File: src/rtl/ecc_cnt_pkg.sv
package ecc_cnt_pkg;
  localparam int NUM_FIFO   = 3;
  localparam int CNT_WIDTH  = 16;
  localparam int ADDR_WIDTH = 8;
  localparam int IRQ_LSB    = 18;
  localparam int NUM_IRQ    = 2 * NUM_FIFO;

  localparam logic [ADDR_WIDTH-1:0] OFS_STAT = 8'hB0;
  localparam logic [ADDR_WIDTH-1:0] OFS_EN   = 8'hB4;
  localparam logic [ADDR_WIDTH-1:0] OFS_CLR  = 8'hB8;
  localparam logic [ADDR_WIDTH-1:0] OFS_CFG  = 8'hC8;
  localparam logic [ADDR_WIDTH-1:0] OFS_CNT0 = 8'hCC;

  // Strobes from register decode to the counting datapath
  typedef struct packed {
    logic [NUM_FIFO-1:0] clrFifo;
    logic [NUM_IRQ-1:0]  clrIrq;
    logic                loadEn;
    logic [NUM_IRQ-1:0]  enVal;
  } ctrl_strobe_t;

  function automatic logic [ADDR_WIDTH-1:0] cntOfs(input int idx);
    return ADDR_WIDTH'(int'(OFS_CNT0) + 4 * idx);
  endfunction
endpackage

File: src/rtl/ecc_reg_ctrl.sv
module ecc_reg_ctrl
  import ecc_cnt_pkg::*;
#(
  parameter int ADDR_W = ADDR_WIDTH,
  parameter int DATA_W = 2 * CNT_WIDTH
) (
  input  logic              wrEn,
  input  logic [ADDR_W-1:0] addr,
  input  logic [DATA_W-1:0] wrData,
  output ctrl_strobe_t      strb
);
  logic cfgHit, clrHit, enHit;

  always_comb begin
    cfgHit = wrEn && (addr == OFS_CFG);
    clrHit = wrEn && (addr == OFS_CLR);
    enHit  = wrEn && (addr == OFS_EN);
    strb.clrFifo = cfgHit ? wrData[NUM_FIFO-1:0] : '0;
    strb.clrIrq  = clrHit ? wrData[IRQ_LSB +: NUM_IRQ] : '0;
    strb.loadEn  = enHit;
    strb.enVal   = wrData[IRQ_LSB +: NUM_IRQ];
  end

  // a configuration strobe exists only on a write to the configuration address
  always_comb begin
    a_r4_strobe_only_on_cfg_write: assert ((strb.clrFifo == '0) || (wrEn && addr == OFS_CFG));
  end
endmodule

File: src/rtl/ecc_cnt_datapath.sv
module ecc_cnt_datapath
  import ecc_cnt_pkg::*;
#(
  parameter int N_FIFO = NUM_FIFO,
  parameter int CNT_W  = CNT_WIDTH,
  parameter int ADDR_W = ADDR_WIDTH
) (
  input  logic                 clk,
  input  logic                 rst,
  input  ctrl_strobe_t         strb,
  input  logic [ADDR_W-1:0]    addr,
  input  logic                 rdEn,
  input  logic [N_FIFO-1:0]    eccSingle,
  input  logic [N_FIFO-1:0]    eccDouble,
  output logic [2*CNT_W-1:0]   rdData,
  output logic                 irq
);
  localparam int DATA_W = 2 * CNT_W;
  localparam int N_IRQ  = 2 * N_FIFO;
  localparam logic [CNT_W-1:0] CNT_MAX = '1;

  logic [CNT_W-1:0]  cntSgl [N_FIFO];
  logic [CNT_W-1:0]  cntDbl [N_FIFO];
  logic [N_IRQ-1:0]  status;
  logic [N_IRQ-1:0]  enable;
  logic [N_IRQ-1:0]  setVec;
  logic [DATA_W-1:0] rdMux;

  for (genvar i = 0; i < N_FIFO; i++) begin : g_fifo
    assign setVec[2*i]   = eccSingle[i];
    assign setVec[2*i+1] = eccDouble[i];

    always_ff @(posedge clk) begin
      if (rst || strb.clrFifo[i]) begin
        cntSgl[i] <= '0;
        cntDbl[i] <= '0;
      end else begin
        if (eccSingle[i] && cntSgl[i] != CNT_MAX) cntSgl[i] <= cntSgl[i] + 1'b1;
        if (eccDouble[i] && cntDbl[i] != CNT_MAX) cntDbl[i] <= cntDbl[i] + 1'b1;
      end
    end

    a_r1_single_increments: assert property (@(posedge clk) disable iff (rst)
      (eccSingle[i] && !strb.clrFifo[i] && cntSgl[i] != CNT_MAX)
        |=> cntSgl[i] == CNT_W'($past(cntSgl[i]) + 1));
    a_r2_no_wrap: assert property (@(posedge clk) disable iff (rst)
      (cntDbl[i] == CNT_MAX && !strb.clrFifo[i]) |=> cntDbl[i] == CNT_MAX);
    a_r5_clear_wins: assert property (@(posedge clk) disable iff (rst)
      strb.clrFifo[i] |=> (cntSgl[i] == '0 && cntDbl[i] == '0));
  end

  always_ff @(posedge clk) begin
    if (rst) begin
      status <= '0;
      enable <= '0;
    end else begin
      status <= (status & ~strb.clrIrq) | setVec;
      if (strb.loadEn) enable <= strb.enVal;
    end
  end

  assign irq = |(status & enable);

  always_comb begin
    rdMux = '0;
    if (addr == OFS_STAT) rdMux[IRQ_LSB +: N_IRQ] = status;
    if (addr == OFS_EN)   rdMux[IRQ_LSB +: N_IRQ] = enable;
    for (int i = 0; i < N_FIFO; i++) begin
      if (addr == cntOfs(i)) rdMux = {cntDbl[i], cntSgl[i]};
    end
  end

  always_ff @(posedge clk) begin
    if (rst) rdData <= '0;
    else if (rdEn) rdData <= rdMux;
  end

  a_r8_set_beats_clear: assert property (@(posedge clk) disable iff (rst)
    (setVec != '0) |=> ((status & $past(setVec)) == $past(setVec)));
  a_r6_sticky: assert property (@(posedge clk) disable iff (rst)
    (strb.clrIrq == '0) |=> ((status & $past(status)) == $past(status)));
  a_r7_irq_follows_enabled_event: assert property (@(posedge clk) disable iff (rst)
    ((|(setVec & enable)) && !strb.loadEn) |=> irq);
  a_r9_reset_clears: assert property (@(posedge clk)
    rst |=> (status == '0 && enable == '0 && !irq));
endmodule

File: src/rtl/ecc_err_counter_bank.sv
module ecc_err_counter_bank
  import ecc_cnt_pkg::*;
#(
  parameter int N_FIFO = NUM_FIFO,
  parameter int CNT_W  = CNT_WIDTH,
  parameter int ADDR_W = ADDR_WIDTH
) (
  input  logic                clk,
  input  logic                rst,
  input  logic [ADDR_W-1:0]   addr,
  input  logic                wrEn,
  input  logic [2*CNT_W-1:0]  wrData,
  input  logic                rdEn,
  output logic [2*CNT_W-1:0]  rdData,
  input  logic [N_FIFO-1:0]   eccSingle,
  input  logic [N_FIFO-1:0]   eccDouble,
  output logic                irq
);
  ctrl_strobe_t strb;

  ecc_reg_ctrl #(.ADDR_W(ADDR_W), .DATA_W(2*CNT_W)) u_ctrl (
    .wrEn(wrEn), .addr(addr), .wrData(wrData), .strb(strb)
  );

  ecc_cnt_datapath #(.N_FIFO(N_FIFO), .CNT_W(CNT_W), .ADDR_W(ADDR_W)) u_dp (
    .clk(clk), .rst(rst), .strb(strb), .addr(addr), .rdEn(rdEn),
    .eccSingle(eccSingle), .eccDouble(eccDouble), .rdData(rdData), .irq(irq)
  );
endmodule

File: config.mk
export PLATFORM = sky130hd
export DESIGN_NAME = ecc_err_counter_bank
export DESIGN_NICKNAME = d
export VERILOG_FILES = /design/src/rtl/ecc_cnt_pkg.sv /design/src/rtl/ecc_reg_ctrl.sv /design/src/rtl/ecc_cnt_datapath.sv /design/src/rtl/ecc_err_counter_bank.sv
export SDC_FILE = /design/constraint.sdc
export NUM_CORES = 1
export LEC_CHECK = 0
export ABC_CLOCK_PERIOD_IN_PS = 2850
export BUFFER_PORTS_ARGS = -buffer_cell sky130_fd_sc_hd__buf_4
export CAP_MARGIN = 20
export CORE_MARGIN = 2
export CORE_UTILIZATION = 48
export DETAILED_ROUTE_END_ITERATION = 10
export PLACE_DENSITY = 0.67
export SETUP_SLACK_MARGIN = 0.02
export SLEW_MARGIN = 20
export SYNTH_ARGS = -nofsm -noshare
export SYNTH_HDL_FRONTEND = slang
export SYNTH_HIERARCHICAL = 1
export SYNTH_SLANG_ARGS = --single-unit
File: constraint.sdc
create_clock -name clk -period 2.85 [get_ports clk]
set_input_delay 0 -clock clk [delete_from_list [all_inputs] [get_ports clk]]
set_output_delay 0 -clock clk [all_outputs]
set_load 0.01 [all_outputs]
==> results.cfg <==
[clock_network]
cts_root_buf = clkbuf_16
cts.sinks = 140
cts_tree = built
cts_resized = 0
cts-buffers-inserted = 17
clock_latency_ns = 0.43
path_clk_slew_ns = 0.06
htreeDepth = 4
clockBufferDepth = 2

[route]
final_antenna_net_count = 0
drt-met1-wl_um = 9060
routed.top_layer = met4
wirelength_um = 19100
wl_met2_um = 8550
drc = 0
wl_per_cell_um = 16.7
drtIter0Drc = 510
via_count = 6445
drtPass1Iterations = 5
wl_met3_um = 1070
vias_per_cell = 5.66

[sta]
finalMaxSlewViolations = 0
tns_ns = 0
fin_crit_sh_pct = 82.6
whs_ns = 0.0524
setup_violations = 0
rsz0062_at_grt = false
tightestPinTransition_ns = 0.787
max_freq_mhz = 425
maxSlewHeadroom_pct = 47.3
period_needed_ns = 2.35
hold_viol_final = 0
fin_skew_ns = 0.00560

[logic_synthesis]
syn_nets = 887
synth_edf_count = 96
synth_area_per_cell_um2 = 9.76
netlist_area_um2 = 8110
synth_most_common_cell = nor2_1
ys_ff_latch = 140
synth.distinct_cells = 57
yosys.area.top_type = edfxtp_1
ys_seq_area_share_pct = 46.4
ys_top_cells_by_area = edfxtp_1 (36%), dfxtp_1 (11%), nor2_1 (7.0%)
synth_warnings = 6
yosys.area.top_type_share_pct = 35.6
async_reset_ff_share_pct = 0
ys.flop_type = edfxtp_1
synthCells = 831
synth_common_cells = nor2_1 (152), edfxtp_1 (96), nand2_1 (84)

[final_layout]
fillers = 1461
antenna-diode-count = 0
syn2layout_area_growth_pct = 16.0
drive_gt1_share_pct = 18.0
nets = 962

[worst_hold_path]
hp-class = primary input to register

[setup_path]
path_cells = ha_1, nand2_1, nor4_1, nand3_1, a211o_1
start_kind = register
worstPathArrival_ns = 2.43
cp-end-kind = register
path_max_fanout = 16
cp_slowest_cell = a211o_1
crit_required_ns = 2.93
crit_type = register to register
max_stage_delay_ns = 0.58

[placement]
port_buffers = 59
dp_hpwl_um = 13500
gp_congestion = 0.883

[floorplanning]
rows = 47
initial_utilization_pct = 49.1
core_um2 = 16500
dieHeight_um = 134
fp.dieW_um = 134
die_area_um2 = 17900
ioPinCount = 83

[grt]
antenna_found_initial = 0
grt_first_pass_wirelength_um = 30600
grt_max_degree = 42
grt-ovfl-total = 0
grt_usage_pct = 21.9
grt_pass1_vias = 5819

[outcome]
outcome = completed

[job]
maxCapViolCount = 0

[pwr]
ir_drop_v = 0.000454
power_density_nw_per_um2 = 530
leakage_nw = 3.21
[state kept, by name, summed over array words and instances (netlist names)]
name,cells
u_dp/rdData,32
u_dp/cntSgl,48
u_dp/enable,6
u_dp/cntDbl,48
u_dp/status,6
[layout by cell type (no fill, tap or decap), types with 2 or more instances in the layout]
cell / netlist / final
nor3_1: 20 / 20
ha_1: 6 / 6
xnor2_1: 63 / 63
a22o_1: 5 / 5
mux2i_1: 12 / 12
clkbuf_16: 0 / 19
nand4_1: 26 / 26
nor4_1: 35 / 35
or3_1: 2 / 2
a21oi_1: 14 / 14
a311oi_1: 5 / 5
a41o_1: 2 / 2
nand3_1: 39 / 39
dfxtp_1: 44 / 44
o21ai_0: 10 / 10
a22o_2: 20 / 20
a211o_1: 5 / 5
clkinv_2: 0 / 6
nor2_1: 152 / 152
a311oi_2: 20 / 20
nor3b_1: 2 / 2
nand2_1: 84 / 84
inv_4: 0 / 3
inv_1: 41 / 41
edfxtp_1: 96 / 96
and4_1: 3 / 3
nand2b_1: 5 / 5
or2_2: 2 / 2
nor2b_1: 6 / 6
nand4b_1: 2 / 2
clkbuf_8: 12 / 2
a22oi_1: 3 / 3
buf_4: 9 / 78
dlygate4sd3_1: 0 / 26
a31oi_1: 7 / 7
o2bb2ai_1: 12 / 12
a31o_2: 5 / 5
xor2_1: 18 / 18
[timing repair]
item / 4_1_cts / 5_1_grt
hold buffers: 26 / 0
setup buffers: 0 / 0
hold endpoints to repair: 13 / 0
[cell families (layout without fill, tap and decap cells)]
kind of cell               Yosys count  in the layout  share of synthesized area (%)
adders and majority gates            6              6                          0.926
and+or+nand+nor                    391            391                           22.8
DFF                                140            140                           46.4
buffers and inverters               89            177                           6.73
AOI/OAI and AO/OA                  112            112                           12.9
muxes                               12             12                           1.48
xor gates and xnor gates            81             81                           8.75
[layer usage]
layer / track usage [%] / up-vias
li1: - / 3153
met1: 31.4 / 3061
met2: 33.1 / 206
met3: 4.20 / 25
met4: 7.74 / 0
met5: 0 / -
[power by group]
part	leakage (nW)	total, mW	switching [mW]	internal [mW]
sequential	1.42	2.45	0.149	2.30
clock	0.291	2.09	0.841	1.25
combinational	1.50	0.443	0.242	0.201
[final timing paths]
path,start,end,slack [ns],depth (start not counted)
worst max-delay path,u_dp/cntSgl[2][0]$_SDFFCE_PN0P_,u_dp/cntSgl[2][12]$_SDFFCE_PN0P_,0.50,5
worst min-delay path,rst,u_dp/rdData[12]$_SDFFE_PP0P_,0.05,2
worst max register to register,u_dp/cntSgl[2][0]$_SDFFCE_PN0P_,u_dp/cntSgl[2][12]$_SDFFCE_PN0P_,0.50,5
worst min register to register,u_dp/rdData[7]$_SDFFE_PP0P_,u_dp/rdData[7]$_SDFFE_PP0P_,0.48,2
[critical path: cells and delay by family, from the launching register on]
kind                     cells  cell delay [ns]
adder cells (fa/ha/maj)      1             0.24
flip-flops                   1             0.40
AO/OA/AOI/OAI                1             0.58
AND/OR/NAND/NOR              3             0.78
[layout make-up]
type | instances | area (µm²) | share of cell area [%]
Sequential cell | 140 | 3760 | 40.0
Inverter | 41 | 154 | 1.64
Tap cell | 220 | 275 | 2.93
Clock buffer | 22 | 507 | 5.39
Multi-Input combinational cell | 602 | 3800 | 40.4
Clock inverter | 10 | 57.6 | 0.612
Timing Repair Buffer | 104 | 846 | 9.00
[metrics by stage]
| stage | setup slack [ns] | std cells | total power [mW] | cell area (µm²) | utilization [%] |
|---|---|---|---|---|---|
| after floorplan | 0.810 | 831 | 2.75 | 8110 | - |
| after detailed placement | 0.462 | 1081 | 2.90 | 8580 | 51.9 |
| after global routing | 0.252 | 1139 | 5.17 | 9400 | 56.9 |
| after global placement | 0.475 | 1081 | 2.90 | 8580 | 51.9 |
| after CTS | 0.484 | 1139 | 5.01 | 9400 | 56.9 |
| final | 0.496 | 1139 | 4.99 | 9400 | 56.9 |
No activity file was read; power rests on OpenSTA's default activity.
